===== src/rtl/fbg_pkg.sv =====
package fbg_pkg;

    typedef enum logic [1:0] {
        REG_DIV_LO = 2'd0,
        REG_DIV_HI = 2'd1,
        REG_FRAC   = 2'd2,
        REG_LINE   = 2'd3
    } fbg_reg_e;

    localparam int FBG_ADDR_W = 2;

endpackage


===== src/rtl/fbg_regs.sv =====
module fbg_regs
    import fbg_pkg::*;
#(
    parameter int DATA_W = 8
) (
    input  logic                  clk,
    input  logic                  rst_n,
    input  logic                  cfg_we,
    input  logic [FBG_ADDR_W-1:0] cfg_addr,
    input  logic [DATA_W-1:0]     cfg_wdata,
    output logic [2*DATA_W-1:0]   div,
    output logic [DATA_W/2-1:0]   mul,
    output logic [DATA_W/2-1:0]   dadd,
    output logic                  restart
);
    localparam int DIV_W      = 2 * DATA_W;
    localparam int FRAC_W     = DATA_W / 2;
    localparam int ACCESS_BIT = DATA_W - 1;

    typedef struct packed {
        logic [DIV_W-1:0]  div;
        logic [FRAC_W-1:0] mul;
        logic [FRAC_W-1:0] dadd;
        logic              unlocked;
    } regs_s;

    regs_s s_d, s_q;

    always_comb begin
        s_d     = s_q;
        restart = 1'b0;
        if (cfg_we) begin
            case (fbg_reg_e'(cfg_addr))
                REG_DIV_LO: begin
                    if (s_q.unlocked) begin
                        s_d.div[DATA_W-1:0] = cfg_wdata;
                        restart             = 1'b1;
                    end
                end
                REG_DIV_HI: begin
                    if (s_q.unlocked) begin
                        s_d.div[DIV_W-1:DATA_W] = cfg_wdata;
                        restart                 = 1'b1;
                    end
                end
                REG_FRAC: begin
                    s_d.mul  = cfg_wdata[DATA_W-1:FRAC_W];
                    s_d.dadd = cfg_wdata[FRAC_W-1:0];
                    restart  = 1'b1;
                end
                default: begin
                    s_d.unlocked = cfg_wdata[ACCESS_BIT];
                end
            endcase
        end
    end

    always_ff @(posedge clk or negedge rst_n) begin
        if (!rst_n) s_q <= '0;
        else        s_q <= s_d;
    end

    assign div  = s_q.div;
    assign mul  = s_q.mul;
    assign dadd = s_q.dadd;

    // a divisor write while locked leaves the divisor unchanged
    p_locked_div_r7: assert property (@(posedge clk) disable iff (!rst_n)
        (cfg_we && !s_q.unlocked && (cfg_addr == REG_DIV_LO || cfg_addr == REG_DIV_HI))
        |=> $stable(s_q.div));

    // upper nibble is Mul, lower nibble is Add
    p_frac_fields_r4: assert property (@(posedge clk) disable iff (!rst_n)
        (cfg_we && cfg_addr == REG_FRAC)
        |=> (s_q.mul == $past(cfg_wdata[DATA_W-1:FRAC_W]) &&
             s_q.dadd == $past(cfg_wdata[FRAC_W-1:0])));

endmodule


===== src/rtl/fbg_int_div.sv =====
module fbg_int_div #(
    parameter int DIV_W = 16
) (
    input  logic             clk,
    input  logic             rst_n,
    input  logic             restart,
    input  logic [DIV_W-1:0] div,
    output logic             expire
);
    typedef struct packed {
        logic [DIV_W-1:0] cnt;
    } cnt_s;

    cnt_s             s_d, s_q;
    logic [DIV_W-1:0] lim;

    always_comb begin
        // a zero divisor counts like a divisor of one
        lim    = (div == '0) ? '0 : div - DIV_W'(1);
        expire = !restart && (s_q.cnt == lim);
        s_d    = s_q;
        if (restart || expire) s_d.cnt = '0;
        else                   s_d.cnt = s_q.cnt + DIV_W'(1);
    end

    always_ff @(posedge clk or negedge rst_n) begin
        if (!rst_n) s_q <= '0;
        else        s_q <= s_d;
    end

    // the counter never runs past the effective period
    p_cnt_in_range_r2: assert property (@(posedge clk) disable iff (!rst_n)
        s_q.cnt <= lim);

    // a restart leaves the counter at zero
    p_restart_clears_r8: assert property (@(posedge clk) disable iff (!rst_n)
        restart |=> (s_q.cnt == '0));

endmodule


===== src/rtl/fbg_frac.sv =====
module fbg_frac #(
    parameter int FRAC_W = 4
) (
    input  logic              clk,
    input  logic              rst_n,
    input  logic              restart,
    input  logic              expire,
    input  logic [FRAC_W-1:0] mul,
    input  logic [FRAC_W-1:0] dadd,
    output logic              tick
);
    localparam int ACC_W = FRAC_W + 1;

    typedef struct packed {
        logic [ACC_W-1:0] acc;
        logic             tick;
    } frac_s;

    frac_s            s_d, s_q;
    logic [ACC_W-1:0] mul_x, dadd_x;
    logic             scale_on;

    always_comb begin
        mul_x    = {1'b0, mul};
        dadd_x   = {1'b0, dadd};
        // either field at zero turns scaling off
        scale_on = (mul != '0) && (dadd != '0);
        s_d      = s_q;
        s_d.tick = 1'b0;
        if (restart) begin
            s_d.acc = '0;
        end else if (expire) begin
            if (scale_on && s_q.acc >= mul_x) begin
                s_d.acc = s_q.acc - mul_x;
            end else begin
                s_d.tick = 1'b1;
                if (scale_on) s_d.acc = s_q.acc + dadd_x;
            end
        end
    end

    always_ff @(posedge clk or negedge rst_n) begin
        if (!rst_n) s_q <= '0;
        else        s_q <= s_d;
    end

    assign tick = s_q.tick;

    // accumulator stays below Mul+Add
    p_acc_bound_r3: assert property (@(posedge clk) disable iff (!rst_n)
        scale_on |-> (s_q.acc < mul_x + dadd_x));

    // no accumulation while scaling is off
    p_idle_acc_r5: assert property (@(posedge clk) disable iff (!rst_n)
        !scale_on |-> (s_q.acc == '0));

    // a tick only follows an integer expiry
    p_tick_after_expiry_r3: assert property (@(posedge clk) disable iff (!rst_n)
        !expire |=> !s_q.tick);

endmodule


===== src/rtl/frac_baud_gen.sv =====
module frac_baud_gen
    import fbg_pkg::*;
#(
    parameter int DATA_W = 8
) (
    input  logic                  clk,
    input  logic                  rst_n,
    input  logic                  cfg_we,
    input  logic [FBG_ADDR_W-1:0] cfg_addr,
    input  logic [DATA_W-1:0]     cfg_wdata,
    output logic                  os_tick
);
    localparam int DIV_W  = 2 * DATA_W;
    localparam int FRAC_W = DATA_W / 2;

    logic [DIV_W-1:0]  div;
    logic [FRAC_W-1:0] mul, dadd;
    logic              restart, expire;

    fbg_regs #(.DATA_W(DATA_W)) u_regs (
        .clk       (clk),
        .rst_n     (rst_n),
        .cfg_we    (cfg_we),
        .cfg_addr  (cfg_addr),
        .cfg_wdata (cfg_wdata),
        .div       (div),
        .mul       (mul),
        .dadd      (dadd),
        .restart   (restart)
    );

    fbg_int_div #(.DIV_W(DIV_W)) u_int_div (
        .clk     (clk),
        .rst_n   (rst_n),
        .restart (restart),
        .div     (div),
        .expire  (expire)
    );

    fbg_frac #(.FRAC_W(FRAC_W)) u_frac (
        .clk     (clk),
        .rst_n   (rst_n),
        .restart (restart),
        .expire  (expire),
        .mul     (mul),
        .dadd    (dadd),
        .tick    (os_tick)
    );

    // single-cycle pulses once the divisor exceeds one
    p_pulse_r10: assert property (@(posedge clk) disable iff (!rst_n)
        (div > DIV_W'(1) && os_tick) |=> !os_tick);

endmodule


===== config.mk =====
export PLATFORM = sky130hd
export DESIGN_NAME = frac_baud_gen
export DESIGN_NICKNAME = d
export VERILOG_FILES = /design/src/rtl/fbg_pkg.sv /design/src/rtl/fbg_regs.sv /design/src/rtl/fbg_int_div.sv /design/src/rtl/fbg_frac.sv /design/src/rtl/frac_baud_gen.sv
export SDC_FILE = /design/constraint.sdc
export NUM_CORES = 1
export LEC_CHECK = 0
export ABC_CLOCK_PERIOD_IN_PS = 12100
export BUFFER_PORTS_ARGS = -buffer_cell sky130_fd_sc_hd__buf_2
export CORE_MARGIN = 2
export CORE_UTILIZATION = 25
export DETAILED_ROUTE_END_ITERATION = 10
export GPL_ROUTABILITY_DRIVEN = 0
export GPL_TIMING_DRIVEN = 0
export MAX_ROUTING_LAYER = met4
export PLACE_DENSITY = 0.36
export SLEW_MARGIN = 20
export SYNTH_ARGS = -nofsm -noshare
export SYNTH_HDL_FRONTEND = slang
export SYNTH_HIERARCHICAL = 1
export SYNTH_SLANG_ARGS = --single-unit

===== constraint.sdc =====
create_clock -name clk -period 12.1 [get_ports clk]
set_input_delay 0 -clock clk [delete_from_list [all_inputs] [get_ports clk]]
set_output_delay 0 -clock clk [all_outputs]
set_load 0.005 [all_outputs]

# Word level (Yosys, flattened, before mapping)
# Index checks and enable logic that the tools add are counted.
dict set report classes {
  addsub 4
  n_lt_le_gt_ge 1
  eq_ne 3
  mux 11
  bitwise_logic 1
  reduce_logical 18
}
# op n
set op_table {}
lappend op_table {{two-way mux 16 bit} 2}
lappend op_table {{adder 16 x 1 -> 16 bit (second input constant)} 1}
lappend op_table {{== test 16 bit} 1}
lappend op_table {{zero test 16 bit} 1}
lappend op_table {{subtractor 16 x 1 -> 16 bit (second input constant)} 1}
lappend op_table {{two-way mux 5 bit} 3}
lappend op_table {{nonzero test 4 bit} 2}
lappend op_table {{two-way mux 6 bit} 1}
lappend op_table {{AND reduction 2 bit} 3}
lappend op_table {{AND reduction 3 bit} 2}
lappend op_table {{adder 5 x 4 -> 5 bit} 1}
lappend op_table {{greater-or-equal comparator 5 x 4 -> 1 bit} 1}
lappend op_table {{subtractor 5 x 4 -> 5 bit} 1}
lappend op_table {{two-way mux 1 bit} 4}
lappend op_table {{logical AND 1 bit} 3}
lappend op_table {{nonzero test 3 bit} 1}
lappend op_table {{OR reduction 3 bit} 1}
lappend op_table {{== test 2 x 1 -> 1 bit (second input constant)} 1}
lappend op_table {{== test 2 bit (second input constant)} 1}
lappend op_table {{zero test 2 bit} 1}
lappend op_table {{one-hot mux 1 bit (2 select lines)} 1}
lappend op_table {{nonzero test 2 bit} 1}
lappend op_table {{OR reduction 2 bit} 1}
lappend op_table {{zero test 1 bit} 1}
lappend op_table {{2 further kinds} 2}
dict set report word_totals {
  reg_bits 47
  out_inout_bits 1
}

# Longest topological paths before layout
# Gate-level depths: netlist (run 1).
dict set report logic_depth {
  ltp_word 8
  mapped_depth 15
}

# Modules after synthesis
# The synthesis (run 1) kept the hierarchy.
# mod n_inst cells_per_inst area_per_inst_um2
set modules_own_cells {}
lappend modules_own_cells {fbg_int_div 1 196 1574.0}
lappend modules_own_cells {fbg_regs 1 81 1186.1}
lappend modules_own_cells {fbg_frac 1 65 605.6}

# Worst setup path after synthesis (run 1)
# OpenSTA, ideal clock, no wires.
dict set report synth_path {
  path_kind {register to register}
  start {register u_regs.s_q (netlist bit u_regs/div[0])}
  end {register u_frac/s_q[5] (netlist bit)}
  setup_time_ps 73
  arrival_time_ps 4002
  required_time_ps 12027
  setup_slack_ps 8025
  stages_incl_launch_ff 16
  path_buffers 3
  synth_period_minus_slack_ps 4075
  cell_sequence {dfrtp_1 > buf_4 > clkbuf_1 > inv_1 > ha_1 > or4b_1 > clkbuf_1 > or3_1 > and2_1 > a2111oi_2 > nand3_1 > or4b_1 > nor3_1 > nand2_1 > or4_1 > a21oi_2}
}
dict set report synth_via {
  elab_chain_cells 6
  word_cells_on_any_way 7
  cone_classes {add/sub: 1; eq/ne: 1; mux: 1; reduce/logical: 4}
}
# item line_no
set synth_lines {}
lappend synth_lines {{start, declared} fbg_regs.sv:27} ;# regs_s s_d, s_q;
lappend synth_lines {{start signal, assigned} fbg_regs.sv:59} ;# if (!rst_n) s_q <= '0;
lappend synth_lines {{start signal, assigned} fbg_regs.sv:60} ;# else s_q <= s_d;
lappend synth_lines {{subtractor 16 x 1 -> 16 bit / zero test 16 bit (equally long branches)} fbg_int_div.sv:19} ;# lim = (div == '0) ? '0 : div - DIV_W'(1);
lappend synth_lines {{two-way mux 16 bit *} fbg_int_div.sv:19}
lappend synth_lines {{== test 16 bit *} fbg_int_div.sv:20} ;# expire = !restart && (s_q.cnt == lim);
lappend synth_lines {{logical AND 1 bit *} fbg_int_div.sv:20}
lappend synth_lines {{net expire} frac_baud_gen.sv:18} ;# logic restart, expire;
lappend synth_lines {{nonzero test 2 bit (no line) *} --}
lappend synth_lines {{AND reduction 2 bit (no line) *} --}
lappend synth_lines {{end signal, assigned} fbg_frac.sv:43} ;# if (!rst_n) s_q <= '0;
lappend synth_lines {{end signal, assigned} fbg_frac.sv:44} ;# else s_q <= s_d;
lappend synth_lines {{end, declared} fbg_frac.sv:19} ;# frac_s s_d, s_q;
# The timed path passes the listed nets; every way through them passes the cells marked *.
# A chain may end at the register's enable or synchronous reset.

# Worst setup path in the final report (run 1)
# Same ends and word-level chain as after synthesis.

==> metrics.txt, run 1 <==
# TYPE chip_impl_metric gauge
chip_impl_metric{name="sequential_cell_area",unit="um2"} 1180
chip_impl_metric{name="vias_per_cell",unit=""} 4.62
chip_impl_metric{name="clkLatencyLatePin",unit="ns"} 0.29
chip_impl_metric{name="wl_per_cell",unit="um"} 15.0
chip_impl_metric{name="slew_violations",unit=""} 0
chip_impl_metric{name="relSlewSlack",unit=""} 0.533
chip_impl_metric{name="die_height",unit="um"} 120
chip_impl_metric{name="antenna_found_initial",unit=""} 0
chip_impl_metric{name="die_area",unit="um2"} 14400
chip_impl_metric{name="leakage",unit="nW"} 1.68
chip_impl_metric{name="synth_warnings",unit=""} 6
chip_impl_metric{name="max_freq",unit="MHz"} 205
chip_impl_metric{name="timing.critical_path.arrival",unit="ns"} 5.11
chip_impl_metric{name="maxCapViolCount",unit=""} 0
chip_impl_metric{name="num-fill-cells",unit=""} 1399
chip_impl_info{name="worst_setup_path_start_kind",value="flop"} 1
chip_impl_metric{name="cts_post_setup_buffers_inserted",unit=""} 0
chip_impl_metric{name="grt_pass1_vias",unit=""} 2577
chip_impl_metric{name="drive_above_1_share",unit=""} 0.232
chip_impl_info{name="netlist_top_cells_area",value="sky130_fd_sc_hd__dfrtp_1, sky130_fd_sc_hd__mux2_2, sky130_fd_sc_hd__buf_4"} 1
chip_impl_metric{name="place_hpwl",unit="um"} 6180
chip_impl_metric{name="clk_pin_slew_worst_paths",unit="ns"} 0.07
chip_impl_metric{name="net-switching-power",unit="uW"} 222
chip_impl_metric{name="io_buffers",unit=""} 13
chip_impl_info{name="cell_chain_critical_path",value="buf_4 -> clkbuf_1 -> inv_1 -> ha_1 -> or4b_1 -> clkbuf_1 -> nor4_1 -> nand3_1 -> mux2i_1 -> nand4_1 -> or4b_1 -> nor3_1 -> nand2_1 -> or4_1 -> a21oi_2"} 1
chip_impl_metric{name="coreArea",unit="um2"} 13200
chip_impl_info{name="critical-path-slowest-cell",value="sky130_fd_sc_hd__or4_1"} 1
chip_impl_metric{name="fin_clk_skew",unit="ns"} 0.00726
chip_impl_info{name="endpoint_kind",value="flop"} 1
chip_impl_metric{name="grt_usage",unit=""} 0.126
chip_impl_metric{name="post-route-worst-setup-slack",unit="ns"} 7.21
chip_impl_metric{name="fp-row-count",unit=""} 42
chip_impl_info{name="synth.most_common_cell",value="sky130_fd_sc_hd__dfrtp_1"} 1
chip_impl_metric{name="initial_core_util",unit=""} 0.255
chip_impl_info{name="rr_startpoint",value="u_regs/div[0]"} 1
chip_impl_metric{name="min_period",unit="ns"} 4.89
chip_impl_info{name="cts.root.buffer_cell",value="sky130_fd_sc_hd__clkbuf_16"} 1
chip_impl_info{name="min-delay-start",value="cfg_wdata[7]"} 1
chip_impl_info{name="critical-path-top-delay-family",value="simple AND/OR/NAND/NOR gates"} 1
chip_impl_metric{name="finalCoreUtilization",unit=""} 0.294
chip_impl_metric{name="setup_violations",unit=""} 0
chip_impl_metric{name="tritoncts_num_sinks",unit=""} 47
chip_impl_info{name="worst_r2r_endpoint",value="u_frac/s_q[5]"} 1
chip_impl_info{name="synth_top_flop_cell",value="sky130_fd_sc_hd__dfrtp_1"} 1
chip_impl_metric{name="route.antenna.remaining_nets",unit=""} 0
chip_impl_metric{name="place_ws",unit="ns"} 7.23
chip_impl_metric{name="synthesis.instances",unit=""} 342
chip_impl_metric{name="cts_max_path_buffers",unit=""} 2
chip_impl_metric{name="cellPowerDensity",unit="nW/um2"} 160
chip_impl_info{name="timing.hold.worst.class",value="in2reg"} 1
chip_impl_metric{name="share_comb_of_total_power",unit=""} 0.433
chip_impl_metric{name="ioPinCount",unit=""} 14
chip_impl_metric{name="cp_slowest_stage_delay",unit="ns"} 0.58
chip_impl_metric{name="timing.hold.worst_path_depth",unit=""} 2
chip_impl_metric{name="p_int",unit="uW"} 399
chip_impl_metric{name="power.share.sequential",unit=""} 0.334
chip_impl_metric{name="synth_top_cell_area_share",unit=""} 0.349
chip_impl_info{name="timing.hold.worst_endpoint",value="u_regs/s_q[0]"} 1
chip_impl_metric{name="switching_share",unit=""} 0.358
chip_impl_metric{name="first_iter_violations",unit=""} 116
chip_impl_metric{name="post_synthesis_average_cell_area",unit="um2"} 9.84
chip_impl_info{name="netlist_top_cells_count",value="sky130_fd_sc_hd__dfrtp_1, sky130_fd_sc_hd__nor2_1, sky130_fd_sc_hd__buf_4"} 1
chip_impl_metric{name="share_clk_of_total_power",unit=""} 0.233
chip_impl_metric{name="cts_made_buffers",unit=""} 5
chip_impl_metric{name="grt_first_pass_wirelength",unit="um"} 13900
chip_impl_metric{name="synth_sequential_area_ratio",unit=""} 0.349
chip_impl_metric{name="tightestPinTransition",unit="ns"} 0.693
chip_impl_metric{name="multiInputGateArea",unit="um2"} 1900
chip_impl_metric{name="syn2layout_area_growth",unit="%"} 15.3
chip_impl_metric{name="drc_errors",unit=""} 0
chip_impl_metric{name="critical_path_required",unit="ns"} 12.32
chip_impl_info{name="grt_setup_unrepaired",value="no"} 1
chip_impl_info{name="cts_tree",value="done"} 1
chip_impl_metric{name="largest_net_degree_at_the_start_of_global_routing",unit=""} 48
chip_impl_metric{name="r2r_slack",unit="ns"} 7.21
chip_impl_metric{name="netlist_area",unit="um2"} 3370
chip_impl_metric{name="wirelength",unit="um"} 8230
chip_impl_metric{name="antenna-diode-count",unit=""} 0
chip_impl_metric{name="postSynthNetCount",unit=""} 367
chip_impl_metric{name="design.final.nets",unit=""} 395
chip_impl_metric{name="ys_ff_latch",unit=""} 47
chip_impl_metric{name="reg2regPathDepth",unit=""} 15
chip_impl_metric{name="post_cts_resize_count",unit=""} 0
chip_impl_metric{name="die_width",unit="um"} 120
chip_impl_metric{name="number_of_detailed_routing_iterations_run_before_antenna_repair",unit=""} 4
chip_impl_metric{name="post_synth_edffs",unit=""} 0
chip_impl_metric{name="yosysUniqueCellTypes",unit=""} 65
chip_impl_metric{name="total_congestion_overflow",unit=""} 0
chip_impl_metric{name="power.ir.vdd_worst",unit="mV"} 0.0618
chip_impl_info{name="criticalPathCategory",value="reg2reg"} 1
chip_impl_info{name="run_status",value="finished, final reports clean"} 1
chip_impl_metric{name="period_share",unit=""} 0.404
chip_impl_metric{name="total_via_count_after_detailed_routing",unit=""} 2528
chip_impl_metric{name="crit_buf_inv",unit=""} 4
chip_impl_metric{name="setup-tns-final",unit="ns"} 0
chip_impl_metric{name="final_hold_viol_count",unit=""} 0
chip_impl_metric{name="worstPathMaxFanout",unit=""} 9
chip_impl_metric{name="cts-htree-levels",unit=""} 2
chip_impl_info{name="netlist.top_cell.by_area",value="sky130_fd_sc_hd__dfrtp_1"} 1
chip_impl_metric{name="asyncSetResetFlopFracSynth",unit=""} 1.00
-- area by class of cell --
class | count | share of cell area
buffer | 37 | 0.0635
clock buffer | 5 | 0.0322
multi-input combinational | 247 | 0.490
tap | 176 | 0.0567
timing repair buffer | 21 | 0.0380
sequential | 47 | 0.303
clock inverter | 3 | 0.00580
inverter | 11 | 0.0106
-- state kept, by name, summed over array words and instances (netlist names) --
| register | cells |
|---|---|
| u_regs/div | 16 |
| u_regs/mul | 4 |
| u_regs/dadd | 4 |
| u_regs/s_q | 1 |
| u_frac/tick | 1 |
| u_frac/s_q | 5 |
| u_int_div/s_q | 16 |
-- power by group through the flow --
stage | sequential (mW) | clock (mW) | combinational, mW
finish | 0.207 | 0.145 | 0.269
global route | 0.212 | 0.157 | 0.301
CTS | 0.208 | 0.150 | 0.273
detailed placement | 0.211 | 0 | 0.270
global placement | 0.210 | 0 | 0.269
floorplan | 0.203 | 0 | 0.216
-- placed cells by master, fill, tap and decap left out, drive strengths merged, types with 5 or more instances in the layout --
master and n:
and3 5, or3 5, nand3 9, nor2 30
dlygate4sd3 8, ha 10, nand2 18, nor4 9
a21oi 11, o21ai 8, dfrtp 47, nand2b 6
nor3 14, mux2 26, inv 12, xor2 12
buf 41, xnor2 18, clkbuf 14
-- per-stage QoR --
stage / hold WS, ns / power (mW) / area (um2) / cells
3_3_place_gp: 0.274 / 0.479 / 3650 / 531
4_1_cts: 0.0411 / 0.631 / 3880 / 547
2_1_floorplan: -0.296 / 0.419 / 3370 / 342
5_1_grt: 0.0493 / 0.669 / 3880 / 547
3_5_place_dp: 0.0838 / 0.481 / 3650 / 531
6_report: 0.0233 / 0.621 / 3880 / 547
-- worst max path at each step --
| stage | from | end | slack, ns | cells past startpoint |
|---|---|---|---|---|
| 4_1_cts | u_regs/div[0] | u_frac/s_q[5] | 7.19 | 15 |
| 3_3_place_gp | u_regs/div[0] | u_frac/s_q[5] | 7.26 | 15 |
| 2_1_floorplan | u_regs/div[0] | u_frac/s_q[5] | 8.02 | 15 |
| 3_5_place_dp | u_regs/div[0] | u_frac/s_q[5] | 7.23 | 15 |
| 5_1_grt | u_regs/div[0] | u_frac/s_q[5] | 6.86 | 15 |
| 6_report | u_regs/div[0] | u_frac/s_q[5] | 7.21 | 15 |
-- routing by layer --
layer / global-route usage / up-vias / part of all wire
li1: - / 1264 / -
met1: 0.172 / 1238 / 0.50
met2: 0.197 / 24 / 0.48
met3: 0.0228 / 2 / 0.022
met4: 0.0199 / 0 / 0.0040
met5: - / - / 0
-- cell families after synthesis --
logic type,Yosys count,share of synthesized area
flops,47,0.349
fa+ha+maj,12,0.0491
compound gates,51,0.120
mux,29,0.105
simple gates,123,0.200
buf+inv,48,0.0855
xor+xnor,32,0.0914
-- timing repair --
| action | CTS | global route |
|---|---|---|
| setup endpoints to repair | 0 | 0 |
| hold buffers | 8 | 0 |
| hold endpoints to repair | 68 | 0 |
No activity file was read; power rests on OpenSTA's default activity.
==> run 2, diff against run 1 <==
ABC_CLOCK_PERIOD_IN_PS = 4910   (was 12100)
clock period = 4.91 ns   (was 12.1 ns; I/O delays follow)
==> run 2 against run 1 <==
Sequential share of layout area is 0.17 points lower. Setup slack worse by 6.9 ns. Clock skew about the same. Maximum frequency increased by 5.8%. Global-route usage unchanged. Die area stayed put. Clock power increased by 150%. Routed wire length grew 0.47%. Critical endpoint unchanged. Largest cell class unchanged.
==> metrics.txt, run 2 (synthesized netlist as in run 1, its figures left out) <==
# TYPE chip_impl_metric gauge
chip_impl_metric{name="vias_per_cell",unit=""} 4.62
chip_impl_metric{name="total_via_count_after_detailed_routing",unit=""} 2526
chip_impl_metric{name="wirelength",unit="um"} 8270
chip_impl_info{name="timing.hold.worst.class",value="in2reg"} 1
chip_impl_metric{name="initial_core_util",unit=""} 0.255
chip_impl_metric{name="die_width",unit="um"} 120
chip_impl_metric{name="power.ir.vdd_worst",unit="mV"} 0.152
chip_impl_metric{name="critical_path_required",unit="ns"} 5.13
chip_impl_metric{name="tightestPinTransition",unit="ns"} 0.695
chip_impl_metric{name="io_buffers",unit=""} 13
chip_impl_metric{name="coreArea",unit="um2"} 13200
chip_impl_info{name="crit_start",value="u_regs/div[0]"} 1
chip_impl_metric{name="maxCapViolCount",unit=""} 0
chip_impl_metric{name="die_area",unit="um2"} 14400
chip_impl_metric{name="final_hold_viol_count",unit=""} 0
chip_impl_metric{name="die_height",unit="um"} 120
chip_impl_metric{name="number_of_detailed_routing_iterations_run_before_antenna_repair",unit=""} 4
chip_impl_info{name="cts_tree",value="done"} 1
chip_impl_metric{name="drive_above_1_share",unit=""} 0.243
chip_impl_metric{name="syn2layout_area_growth",unit="%"} 16.0
chip_impl_info{name="worst_setup_path_start_kind",value="flop"} 1
chip_impl_metric{name="first_iter_violations",unit=""} 121
chip_impl_metric{name="period_share",unit=""} 0.940
chip_impl_info{name="criticalPathCategory",value="reg2reg"} 1
chip_impl_metric{name="cellPowerDensity",unit="nW/um2"} 394
chip_impl_metric{name="max_freq",unit="MHz"} 217
chip_impl_metric{name="place_hpwl",unit="um"} 6180
chip_impl_info{name="min-delay-start",value="cfg_wdata[7]"} 1
chip_impl_metric{name="finalCoreUtilization",unit=""} 0.296
chip_impl_info{name="rr_startpoint",value="u_regs/div[0]"} 1
chip_impl_metric{name="drc_errors",unit=""} 0
chip_impl_info{name="layout.cells.most_common",value="sky130_fd_sc_hd__dfrtp_1"} 1
chip_impl_metric{name="slew_violations",unit=""} 0
chip_impl_metric{name="fin_clk_skew",unit="ns"} 0.00718
chip_impl_info{name="worst_r2r_endpoint",value="u_frac/s_q[5]"} 1
chip_impl_metric{name="cts_max_path_buffers",unit=""} 2
chip_impl_metric{name="route.antenna.remaining_nets",unit=""} 0
chip_impl_metric{name="timing.critical_path.arrival",unit="ns"} 4.84
chip_impl_info{name="crit_path_end",value="u_frac/s_q[5]"} 1
chip_impl_metric{name="grt_usage",unit=""} 0.126
chip_impl_metric{name="largest_net_degree_at_the_start_of_global_routing",unit=""} 48
chip_impl_metric{name="timing.hold.worst_path_depth",unit=""} 2
chip_impl_metric{name="finalInstanceArea",unit="um2"} 3900
chip_impl_metric{name="min_period",unit="ns"} 4.62
chip_impl_metric{name="clk_pin_slew_worst_paths",unit="ns"} 0.07
chip_impl_metric{name="grt_first_pass_wirelength",unit="um"} 13900
chip_impl_metric{name="cts_made_buffers",unit=""} 5
chip_impl_metric{name="cts_post_setup_buffers_inserted",unit=""} 0
chip_impl_metric{name="leakage",unit="nW"} 1.69
chip_impl_metric{name="antenna-diode-count",unit=""} 0
chip_impl_metric{name="antenna_found_initial",unit=""} 0
chip_impl_metric{name="grt_pass1_vias",unit=""} 2577
chip_impl_metric{name="total_congestion_overflow",unit=""} 0
chip_impl_metric{name="worstPathMaxFanout",unit=""} 9
chip_impl_metric{name="clkLatencyLatePin",unit="ns"} 0.29
chip_impl_metric{name="setup_violations",unit=""} 0
chip_impl_metric{name="cts-htree-levels",unit=""} 2
chip_impl_metric{name="wl_per_cell",unit="um"} 15.1
chip_impl_metric{name="tritoncts_num_sinks",unit=""} 47
chip_impl_info{name="run_status",value="finished, final reports clean"} 1
chip_impl_metric{name="design.final.nets",unit=""} 395
chip_impl_info{name="layout_common_cells",value="sky130_fd_sc_hd__dfrtp_1, sky130_fd_sc_hd__nor2_1, sky130_fd_sc_hd__buf_4"} 1
chip_impl_metric{name="fp-row-count",unit=""} 42
chip_impl_info{name="cts.root.buffer_cell",value="sky130_fd_sc_hd__clkbuf_16"} 1
chip_impl_metric{name="reg2regPathDepth",unit=""} 15
chip_impl_metric{name="ioPinCount",unit=""} 14
chip_impl_info{name="endpoint_kind",value="flop"} 1
chip_impl_metric{name="place_area",unit="um2"} 3650
chip_impl_metric{name="r2r_slack",unit="ns"} 0.29
chip_impl_metric{name="relSlewSlack",unit=""} 0.532
==> run 2: metal layers <==
layer,track usage,vias to the layer above,part of all wire
met5,-,-,0
met4,0.0199,0,0.0040
met3,0.0228,2,0.025
met2,0.197,28,0.48
met1,0.172,1235,0.49
li1,-,1261,-
==> run 2: where the power goes <==
| group | internal, mW | leakage [nW] | switching (mW) |
|---|---|---|---|
| combinational | 0.334 | 1.01 | 0.336 |
| sequential | 0.459 | 0.602 | 0.0520 |
| clock | 0.191 | 0.0742 | 0.165 |
==> run 2: cell type report <==
type	instances	area, um2
Fill cell	1397	9290
Multi-Input combinational cell	247	1920
Sequential cell	47	1180
Buffer	37	246
Tap cell	176	220
Timing Repair Buffer	21	148
Clock buffer	5	125
Inverter	11	41.3
Clock inverter	3	22.5
==> run 2: critical path, cell delays in order, from the launching register on <==
cell and delay, ns:
sky130_fd_sc_hd__dfrtp_1 0.39, sky130_fd_sc_hd__buf_4 0.13, sky130_fd_sc_hd__clkbuf_1 0.20, sky130_fd_sc_hd__inv_1 0.10, sky130_fd_sc_hd__ha_1 0.24, sky130_fd_sc_hd__or4b_1 0.45
sky130_fd_sc_hd__clkbuf_1 0.25, sky130_fd_sc_hd__or3_1 0.38, sky130_fd_sc_hd__and2_1 0.18, sky130_fd_sc_hd__a2111oi_2 0.43, sky130_fd_sc_hd__nand3_1 0.11, sky130_fd_sc_hd__or4b_1 0.53
sky130_fd_sc_hd__nor3_2 0.22, sky130_fd_sc_hd__nand2_1 0.22, sky130_fd_sc_hd__or4_1 0.57, sky130_fd_sc_hd__a21oi_2 0.14
==> run 2: worst min-delay path by stage <==
stage	slack [ns]	endpoint
floorplan	-0.30	u_frac/s_q[1]
global placement	0.27	u_regs/div[3]
detailed placement	0.08	u_int_div/s_q[12]
CTS	0.04	u_regs/s_q[0]
global route	0.05	u_regs/s_q[0]
finish	0.02	u_regs/s_q[0]
==> run 2: stage by stage <==
step	hold WS, ns	worst slack [ns]	total power, mW	cells	setup TNS (ns)
after floorplan	-0.296	0.835	1.03	342	0
after global placement	0.274	0.0675	1.18	531	0
after detailed placement	0.0838	0.0428	1.19	531	0
after CTS	0.0411	0.154	1.56	547	0
after global routing	0.0493	-0.0126	1.66	547	-0.0126
final	0.0234	0.294	1.54	547	0
==> run 2: what timing repair did <==
action | CTS | global route
cloned | 0 | 0
hold buffers | 8 | 0
hold endpoints to repair | 68 | 0
endpoints found under the setup margin | 1 | 1
resized for setup | 1 | 3
